**src/rtl/psrXferPkg.sv**
```systemverilog
package psrXferPkg;

  localparam int unsigned MODE_W = 5;

  localparam logic [MODE_W-1:0] MODE_USR = 5'b10000;
  localparam logic [MODE_W-1:0] MODE_FIQ = 5'b10001;
  localparam logic [MODE_W-1:0] MODE_IRQ = 5'b10010;
  localparam logic [MODE_W-1:0] MODE_SVC = 5'b10011;
  localparam logic [MODE_W-1:0] MODE_ABT = 5'b10111;
  localparam logic [MODE_W-1:0] MODE_UND = 5'b11011;
  localparam logic [MODE_W-1:0] MODE_SYS = 5'b11111;

  // instruction bit positions the decoder relies on
  localparam int unsigned BIT_IMM   = 25;
  localparam int unsigned BIT_SAVED = 22;
  localparam int unsigned BIT_WRITE = 21;
  localparam int unsigned BIT_FULL  = 16;

  typedef struct packed {
    logic selSpsr;
    logic selImm;
    logic flagsOnly;
    logic cpsrWe;
    logic spsrWe;
    logic gprWe;
    logic fault;
  } xferStrobes_t;

  function automatic logic modeIsLegal(input logic [MODE_W-1:0] m);
    case (m)
      MODE_USR, MODE_FIQ, MODE_IRQ, MODE_SVC,
      MODE_ABT, MODE_UND, MODE_SYS: modeIsLegal = 1'b1;
      default:                      modeIsLegal = 1'b0;
    endcase
  endfunction

endpackage

```
**src/rtl/psrXferCtrl.sv**
```systemverilog
module psrXferCtrl
  import psrXferPkg::*;
(
  input  logic              instrValid,
  input  logic              condPass,
  input  logic              allowUserModeSwitch,
  input  logic              isWrite,
  input  logic              savedSel,
  input  logic              immForm,
  input  logic              fullField,
  input  logic [MODE_W-1:0] curMode,
  input  logic [MODE_W-1:0] candMode,
  output xferStrobes_t      strobes
);

  logic execute;
  logic inUser;
  logic badSaved;
  logic badImm;
  logic badMode;
  logic badSwitch;
  logic faultAny;

  always_comb begin
    execute   = instrValid & condPass;
    inUser    = (curMode == MODE_USR);
    badSaved  = savedSel & inUser;
    badImm    = immForm & fullField;
    badMode   = !modeIsLegal(candMode);
    badSwitch = !savedSel & inUser & (candMode != curMode) & !allowUserModeSwitch;
    faultAny  = execute & (badSaved | (isWrite & (badImm | badMode | badSwitch)));

    strobes.selSpsr   = savedSel;
    strobes.selImm    = immForm;
    strobes.flagsOnly = !fullField;
    strobes.fault     = faultAny;
    strobes.cpsrWe    = execute & isWrite & !savedSel & !faultAny;
    strobes.spsrWe    = execute & isWrite &  savedSel & !faultAny;
    strobes.gprWe     = execute & !isWrite & !faultAny;
  end

endmodule

```
**src/rtl/psrXferDatapath.sv**
```systemverilog
module psrXferDatapath
  import psrXferPkg::*;
#(
  parameter int unsigned PSR_W   = 32,
  parameter int unsigned IDX_W   = 4,
  parameter int unsigned IMM_W   = 8,
  parameter int unsigned ROT_W   = 4,
  parameter int unsigned FLAG_W  = 4,
  parameter logic [PSR_W-1:0] RESET_PSR = 32'h0000_0013
) (
  input  logic              clk,
  input  logic              rstN,
  input  logic              instrValid,
  input  logic              condPass,
  input  xferStrobes_t      strobes,
  input  logic [IMM_W-1:0]  immField,
  input  logic [ROT_W-1:0]  rotField,
  input  logic [IDX_W-1:0]  dstIdx,
  input  logic [PSR_W-1:0]  rfRdData,
  output logic [MODE_W-1:0] candMode,
  output logic [PSR_W-1:0]  cpsrQ,
  output logic [PSR_W-1:0]  spsrQ,
  output logic              cpsrWrEn,
  output logic              spsrWrEn,
  output logic              gprWrEn,
  output logic [IDX_W-1:0]  gprWrIdx,
  output logic [PSR_W-1:0]  gprWrData,
  output logic              accessFault
);

  localparam int unsigned SH_W     = $clog2(PSR_W);
  localparam int unsigned KEEP_W   = PSR_W - FLAG_W;

  logic [PSR_W-1:0]   immWide;
  logic [2*PSR_W-1:0] rotPair;
  logic [SH_W-1:0]    rotAmt;
  logic [PSR_W-1:0]   rotImm;
  logic [PSR_W-1:0]   srcVal;
  logic [PSR_W-1:0]   targetQ;
  logic [PSR_W-1:0]   candVal;

  always_comb begin
    immWide = {{(PSR_W-IMM_W){1'b0}}, immField};
    rotAmt  = SH_W'({rotField, 1'b0});
    rotPair = {immWide, immWide} >> rotAmt;
    rotImm  = rotPair[PSR_W-1:0];
    srcVal  = strobes.selImm ? rotImm : rfRdData;
    targetQ = strobes.selSpsr ? spsrQ : cpsrQ;
    candVal = strobes.flagsOnly ? {srcVal[PSR_W-1:KEEP_W], targetQ[KEEP_W-1:0]} : srcVal;
    candMode = candVal[MODE_W-1:0];
  end

  always_ff @(posedge clk) begin
    if (!rstN) begin
      cpsrQ       <= RESET_PSR;
      spsrQ       <= RESET_PSR;
      cpsrWrEn    <= 1'b0;
      spsrWrEn    <= 1'b0;
      gprWrEn     <= 1'b0;
      accessFault <= 1'b0;
      gprWrIdx    <= '0;
      gprWrData   <= '0;
    end else begin
      cpsrWrEn    <= strobes.cpsrWe;
      spsrWrEn    <= strobes.spsrWe;
      gprWrEn     <= strobes.gprWe;
      accessFault <= strobes.fault;
      if (strobes.cpsrWe) cpsrQ <= candVal;
      if (strobes.spsrWe) spsrQ <= candVal;
      if (strobes.gprWe) begin
        gprWrIdx  <= dstIdx;
        gprWrData <= targetQ;
      end
    end
  end


  idle_no_effect_chk: assert property (@(posedge clk) disable iff (!rstN)
    !(instrValid && condPass) |=> !cpsrWrEn && !spsrWrEn && !gprWrEn && !accessFault);


  cpsr_mode_legal_chk: assert property (@(posedge clk) disable iff (!rstN)
    cpsrWrEn |-> modeIsLegal(cpsrQ[MODE_W-1:0]));


  spsr_mode_legal_chk: assert property (@(posedge clk) disable iff (!rstN)
    spsrWrEn |-> modeIsLegal(spsrQ[MODE_W-1:0]));


  user_saved_chk: assert property (@(posedge clk) disable iff (!rstN)
    (spsrWrEn || gprWrEn) |-> !(gprWrEn && gprWrData == spsrQ && $past(strobes.selSpsr)
                                && $past(cpsrQ[MODE_W-1:0]) == MODE_USR)
                              && !(spsrWrEn && $past(cpsrQ[MODE_W-1:0]) == MODE_USR));


  fault_blocks_write_chk: assert property (@(posedge clk) disable iff (!rstN)
    accessFault |-> !cpsrWrEn && !spsrWrEn && !gprWrEn);


  cpsr_hold_chk: assert property (@(posedge clk) disable iff (!rstN)
    !cpsrWrEn |-> $stable(cpsrQ));


  spsr_hold_chk: assert property (@(posedge clk) disable iff (!rstN)
    !spsrWrEn |-> $stable(spsrQ));

endmodule

```
**src/rtl/psrXferUnit.sv**
```systemverilog
module psrXferUnit
  import psrXferPkg::*;
#(
  parameter int unsigned PSR_W = 32,
  parameter int unsigned IDX_W = 4
) (
  input  logic              clk,
  input  logic              rstN,
  input  logic              instrValid,
  input  logic [31:0]       instrWord,
  input  logic              condPass,
  input  logic              allowUserModeSwitch,
  output logic [IDX_W-1:0]  rfRdIdx,
  input  logic [PSR_W-1:0]  rfRdData,
  output logic [PSR_W-1:0]  cpsrOut,
  output logic [PSR_W-1:0]  spsrOut,
  output logic              cpsrWrEn,
  output logic              spsrWrEn,
  output logic              gprWrEn,
  output logic [IDX_W-1:0]  gprWrIdx,
  output logic [PSR_W-1:0]  gprWrData,
  output logic              accessFault
);

  localparam int unsigned IMM_W = 8;
  localparam int unsigned ROT_W = 4;
  localparam int unsigned RD_LSB = 12;
  localparam int unsigned ROT_LSB = 8;

  xferStrobes_t     strobes;
  logic [MODE_W-1:0] candMode;
  logic             unusedInstrBits;

  assign unusedInstrBits = ^{instrWord[31:26], instrWord[24:23], instrWord[20:17]};
  assign rfRdIdx = instrWord[IDX_W-1:0];

  psrXferCtrl ctrl_i (
    .instrValid          (instrValid),
    .condPass            (condPass),
    .allowUserModeSwitch (allowUserModeSwitch),
    .isWrite             (instrWord[BIT_WRITE]),
    .savedSel            (instrWord[BIT_SAVED]),
    .immForm             (instrWord[BIT_IMM]),
    .fullField           (instrWord[BIT_FULL]),
    .curMode             (cpsrOut[MODE_W-1:0]),
    .candMode            (candMode),
    .strobes             (strobes)
  );

  psrXferDatapath #(
    .PSR_W (PSR_W),
    .IDX_W (IDX_W),
    .IMM_W (IMM_W),
    .ROT_W (ROT_W)
  ) dp_i (
    .clk         (clk),
    .rstN        (rstN),
    .instrValid  (instrValid),
    .condPass    (condPass),
    .strobes     (strobes),
    .immField    (instrWord[IMM_W-1:0]),
    .rotField    (instrWord[ROT_LSB +: ROT_W]),
    .dstIdx      (instrWord[RD_LSB +: IDX_W]),
    .rfRdData    (rfRdData),
    .candMode    (candMode),
    .cpsrQ       (cpsrOut),
    .spsrQ       (spsrOut),
    .cpsrWrEn    (cpsrWrEn),
    .spsrWrEn    (spsrWrEn),
    .gprWrEn     (gprWrEn),
    .gprWrIdx    (gprWrIdx),
    .gprWrData   (gprWrData),
    .accessFault (accessFault)
  );

endmodule

```
**config.mk**
```make
export PLATFORM = sky130hd
export DESIGN_NAME = psrXferUnit
export DESIGN_NICKNAME = d
export VERILOG_FILES = /design/src/rtl/psrXferPkg.sv /design/src/rtl/psrXferCtrl.sv /design/src/rtl/psrXferDatapath.sv /design/src/rtl/psrXferUnit.sv
export SDC_FILE = /design/constraint.sdc
export NUM_CORES = 1
export LEC_CHECK = 0
export ABC_AREA = 1
export ABC_CLOCK_PERIOD_IN_PS = 2200
export BUFFER_PORTS_ARGS = -buffer_cell sky130_fd_sc_hd__buf_2
export CORE_MARGIN = 4
export CORE_UTILIZATION = 51
export DETAILED_ROUTE_END_ITERATION = 16
export HOLD_SLACK_MARGIN = 0.02
export PLACE_DENSITY_LB_ADDON = 0.1
export SLEW_MARGIN = 30
export SYNTH_ARGS = -nofsm -noshare
export SYNTH_HDL_FRONTEND = slang
export SYNTH_SLANG_ARGS = --single-unit
```
**constraint.sdc**
```tcl
create_clock -name clk -period 2.2 [get_ports clk]
set_clock_uncertainty 0.05 [all_clocks]
set_input_delay 0.22 -clock clk [delete_from_list [all_inputs] [get_ports clk]]
set_output_delay 0.22 -clock clk [all_outputs]
set_load 0.01 [all_outputs]
```
==> results of run 1 <==
==> cell usage after synthesis <==
cell and instances:
a21boi_2 1, a21oi_1 66, a21oi_2 1, a22oi_1 15
buf_1 8, buf_2 8, buf_4 9, buf_6 6
clkbuf_1 40, clkbuf_2 1, clkinv_1 1, dfxtp_1 104
inv_1 48, inv_2 5, inv_4 1, nand2_1 230
nand2_2 3, nand2_4 1, nand3_1 30, nand3_2 1
nand4_1 60, nand4_4 1, nor2_1 146, nor2_2 2
nor2_4 2, nor2_8 1, nor3_1 5, nor4_1 2
o211ai_1 3, o21ai_0 56, o22ai_1 4, o31ai_1 4
or2_1 1, or3_1 1
==> cell type report <==
class	instances	share of cell area
Tap cell	136	0.02489
Multi-Input combinational cell	636	0.4297
Inverter	55	0.03056
Timing Repair Buffer	208	0.1843
Clock buffer	9	0.01812
Sequential cell	104	0.3051
Clock inverter	6	0.007321
==> registers in the layout, summed over array words and instances (netlist names) <==
signal / count
dp_i.cpsrWrEn: 1
dp_i.cpsrQ: 32
dp_i.accessFault: 1
dp_i.spsrQ: 32
dp_i.gprWrIdx: 4
dp_i.spsrWrEn: 1
dp_i.gprWrData: 32
dp_i.gprWrEn: 1
==> logic make-up (layout without fill, tap and decap cells) <==
family	after synthesis	after routing	synth area share
flops	104	104	0.3734
simple gates	486	486	0.3772
buf+inv	127	278	0.1021
compound gates	150	150	0.1472
==> power by group <==
| part | internal [mW] | switching, mW |
|---|---|---|
| registers | 1.94 | 0.0326 |
| logic | 0.268 | 0.446 |
| clock network | 0.423 | 0.722 |
| total | 2.63 | 1.20 |
==> critical path: cells and delay by family (launching register included) <==
kind / cells / cell delay [ps]
compound gates: 1 / 230
buf+inv: 2 / 260
flops: 1 / 390
simple gates: 10 / 1040
==> final timing paths <==
| kind | start | to | slack (ps) | cells past startpoint |
|---|---|---|---|---|
| max reg2reg | dp_i.cpsrQ[3]$_SDFFE_PN0P_ | dp_i.cpsrWrEn$_SDFF_PN0_ | 170 | 13 |
| min | instrWord[13] | dp_i.gprWrIdx[1]$_SDFFE_PN0P_ | 80 | 3 |
| max | dp_i.cpsrQ[3]$_SDFFE_PN0P_ | dp_i.cpsrWrEn$_SDFF_PN0_ | 170 | 13 |
| min reg2reg | dp_i.gprWrData[1]$_SDFFE_PN0P_ | dp_i.gprWrData[1]$_SDFFE_PN0P_ | 400 | 2 |
==> metal layers <==
| metal | global-route usage | up-vias | share of wire |
|---|---|---|---|
| li1 | - | 3139 | - |
| met1 | 0.3635 | 2752 | 0.43 |
| met2 | 0.4301 | 299 | 0.45 |
| met3 | 0.04906 | 40 | 0.091 |
| met4 | 0.08253 | 0 | 0.025 |
| met5 | 0 | - | 0 |
==> repair_timing <==
action | in CTS | in global routing
gates resized for setup | 0 | 8
endpoints found under the setup margin | 0 | 66
setup buffers | 0 | 0
==> per-stage QoR <==
step	total power, mW	area [sq um]	util
floorplan	2.446	5575	-
global placement	2.705	6625	0.6332
detailed placement	2.711	6625	0.6332
CTS	3.824	6799	0.6498
global route	4.010	6837	0.6534
finish	3.832	6837	0.6534
==> metrics, run 1 <==
Power Dens Cells 560.4 nW/um^2; worst slew pin tran 447.5 ps; Nets 1083; CTS Buffer Depth 2; Starting DRT DRC Count 497; outcome completed; dpl cells 1138; Worst-Skew Late Latency 370 ps; root buffer cell clkbuf_8; fin cells 1154; Slew HR 0.6985; first-pass GRT wire length 27.93 mm; # fillers 1073; Largest stage delay, worst path 390 ps; Setup Total Neg Slack 0 ps; DP Worst Slack -68.25 ps; number of vias per cell 5.399; Layout Area Growth over Synthesis 22.62%; top cells by area, synth dfxtp_1 (37%), nand2_1 (15%), nor2_1 (9.8%), nand4_1 (6.7%), a21oi_1 (5.9%); crit share post-route 0.9206; Critical Path Sink Type flop; Post-DP HPWL 12.77 mm; final critical-path required period 2025 ps; Lkg Pwr 3.307 nW; Initial Util 0.5329; area occupied by multi-input gates 2938 sq um; final setup vio count 0; Post-Syn Area per Cell 6.431 sq um; CP arrival 2290 ps; routed vias 6230; post-synth top area share 0.3734; number of antenna repair diodes 0; Yosys top cell by area dfxtp_1; gpl congestion 0.9355; Worst Setup Slack, final 174.8 ps; Max FO, Critical Path 6; I/O pins 177; max-slew violation count 0; vias in the first global route 5563; Post-Syn Instances 867; highest ir drop seen on vdd 0.2860 mV; CTS tree built; H-tree depth 3; WP data required 2470 ps; CP Class reg2reg; synthesized area 5575 sq um; FF+latch count, synth 104; core area 10460 sq um; Rows 37; register area share after synthesis 0.3734; most frequent cells in the layout nand2_1 (229), buf_2 (164), nor2_1 (144); gr ovfl total 0; hold slack 83.01 ps; Cell variety after synth 34; clock sink count 104; Crit-path slowest cell dfxtp_2; synth warn 0; commonest non-fill, non-tap cell in the layout nand2_1; final wirelength 17.76 mm; Setup crit start kind flop; GRT Overall Usage 0.2673; Hold/Removal Path Class in2reg; count of final hold-check violations 0; clock transition at the registers of the reported paths 110 ps; Pre-antenna DRT Iters 5; syn_nets 936; FF/Latch Area 2086 sq um; cts hold-fix bufs 0; chip height 112.6 um; initial antenna violation count 0; fraction of layout cells with a size suffix above 1 0.2446; Avg WL per Cell 15.39 um; largest net degree at the start of global routing 72; max-cap viol count 0; Port Buffer Count 164; die area 12670 sq um; TritonCTS Buffers 9; crit-path cells inv_1 -> o21ai_1 -> nand2_1 -> nand3_1 -> nand2_1 -> nor2_1 -> nand3_1 -> nand2_2 -> nand2_1 -> nand2_4 -> nand3_1 -> buf_4 -> nor2_1; Die Span X 112.6 um; Max Clock Freq 493.8 MHz; post-route ant nets 0; # DRC 0
Power figures use the tool's default switching activity.
==> run 2, diff against run 1 <==
--- a/config.mk
+++ b/config.mk
@@ -13,6 +13,7 @@
 export DETAILED_ROUTE_END_ITERATION = 16
 export HOLD_SLACK_MARGIN = 0.02
 export PLACE_DENSITY_LB_ADDON = 0.1
+export REMOVE_ABC_BUFFERS = 1
 export SLEW_MARGIN = 30
 export SYNTH_ARGS = -nofsm -noshare
 export SYNTH_HDL_FRONTEND = slang
==> metrics, run 2 (synthesis results as in run 1) <==
root buffer cell clkbuf_8; Critical Path Sink Type flop; hold slack 62.85 ps; max-slew violation count 0; WP data required 2470 ps; core area 10460 sq um; initial antenna violation count 1; RSZ-0062 raised after global routing false; gr ovfl total 0; largest net degree at the start of global routing 102; final core utilization 0.6563; worst r2r path cells 14; die area 12670 sq um; clock sink count 104; Rows 37; post-route ant nets 0; H-tree depth 3; count of final hold-check violations 0; Hold/Removal Path Class in2reg; Initial Util 0.5329; number of antenna repair diodes 0; Max Clock Freq 504.2 MHz; Worst-Skew Late Latency 380 ps; clock transition at the registers of the reported paths 100 ps; Slew HR 0.7030; origin of the worst setup path dp_i.cpsrQ[1]$_SDFFE_PN1P_; final critical-path required period 1983 ps; chip height 112.6 um; worst r2r src dp_i.cpsrQ[1]$_SDFFE_PN1P_; gpl congestion 0.9467; max-cap viol count 0; final setup vio count 0; CP arrival 2260 ps; Lkg Pwr 3.318 nW; I/O pins 177; first-pass GRT wire length 28.17 mm; reg2reg end dp_i.cpsrQ[12]$_SDFFE_PN0P_; worst slew pin tran 440.9 ps; Die Span X 112.6 um; outcome completed; Top Registers dp_i.cpsrQ x32, dp_i.gprWrData x32, dp_i.spsrQ x32; Setup crit start kind flop; worst reg2reg setup slack 220 ps; CTS Buffer Depth 2; Layout Area Growth over Synthesis 23.16%; CP Capture Point dp_i.cpsrQ[12]$_SDFFE_PN0P_; crit share post-route 0.9016; highest ir drop seen on vdd 0.3401 mV; most frequent cells in the layout nand2_1 (229), buf_2 (164), nor2_1 (144); Nets 1082; vias in the first global route 5615; Power Dens Cells 564.4 nW/um^2; final wirelength 17.41 mm; CTS tree built; GRT Overall Usage 0.2720; # DRC 0; Max FO, Critical Path 19; TritonCTS Buffers 9; Port Buffer Count 164; number of vias per cell 5.353; fraction of layout cells with a size suffix above 1 0.2419; Starting DRT DRC Count 568; commonest non-fill, non-tap cell in the layout nand2_1; Pre-antenna DRT Iters 5; CP Class reg2reg; routed vias 6172; Avg WL per Cell 15.10 um; Post-DP HPWL 12.57 mm
run 2: changes by cell type in the layout (fill, tap and decap cells not counted), sizes merged:
cell	delta
bufinv	+1
clkbuf	+2
inv	-3
clkinv	-1
run 2: worst min-delay path by stage:
stage                                        startpoint                            end  slack, ps  cells after the start
after detailed placement  dp_i.gprWrIdx[3]$_SDFFE_PN0P_  dp_i.gprWrIdx[3]$_SDFFE_PN0P_        380                      2
after floorplan                                    rstN     dp_i.spsrQ[4]$_SDFFE_PN1P_        240                      1
final                                     instrWord[15]  dp_i.gprWrIdx[3]$_SDFFE_PN0P_         60                      3
after global placement    dp_i.gprWrIdx[1]$_SDFFE_PN0P_  dp_i.gprWrIdx[1]$_SDFFE_PN0P_        380                      2
after global routing                      instrWord[12]  dp_i.gprWrIdx[0]$_SDFFE_PN0P_         70                      3
after CTS                                 instrWord[15]  dp_i.gprWrIdx[3]$_SDFFE_PN0P_         50                      3
run 2: layout make-up:
class,count,area [sq um]
clock buffer,12,145.1
clock inverter,3,42.54
inverter,55,209.0
timing repair buffer,207,1281
sequential,104,2086
fill,1048,3596
multi-input combinational,636,2933
tap,136,170.2
run 2: what timing repair did:
action | CTS | global route
hold buffers | 0 | 0
setup endpoints to repair | 0 | 61
gates resized for setup | 0 | 5
hold endpoints to repair | 0 | 0
buffers inserted | 0 | 0
run 2: per-layer routing:
layer / track usage / share of wire / vias up
met4: 0.09776 / 0.021 / 2
met1: 0.3711 / 0.44 / 2746
met3: 0.05175 / 0.082 / 27
met2: 0.4285 / 0.46 / 265
met5: 0 / 0.00075 / -
li1: - / - / 3132
run 2: stage by stage:
step	cells	setup slack (ps)	power (mW)	TNS (ps)	area, sq um
2_1_floorplan	795	-604.1	2.373	-42140	5215
3_3_place_gp	1138	-25.89	2.705	-94.64	6675
3_5_place_dp	1138	0.4887	2.711	0	6675
4_1_cts	1153	92.62	3.881	0	6863
5_1_grt	1153	32.08	4.061	0	6867
6_report	1153	216.5	3.875	0	6867
run 2: worst max-delay path: stages (launching register included):
cell and delay [ps]:
dfxtp_2 370, inv_1 80, o21ai_1 180, nor2_1 60
inv_1 60, nand2_1 70, inv_2 70, nand2_1 70
a21oi_2 140, buf_4 130, nand4_4 110, nor2_4 170
buf_12 190, nor2_1 60, nor2_1 100
run 2: report_power, final:
part	leakage [nW]	internal [mW]	total [mW]	switching, mW
clock network	0.0925	0.551	1.20	0.650
logic	2.38	0.268	0.704	0.436
registers	0.844	1.94	1.97	0.0314
total	3.32	2.76	3.88	1.12
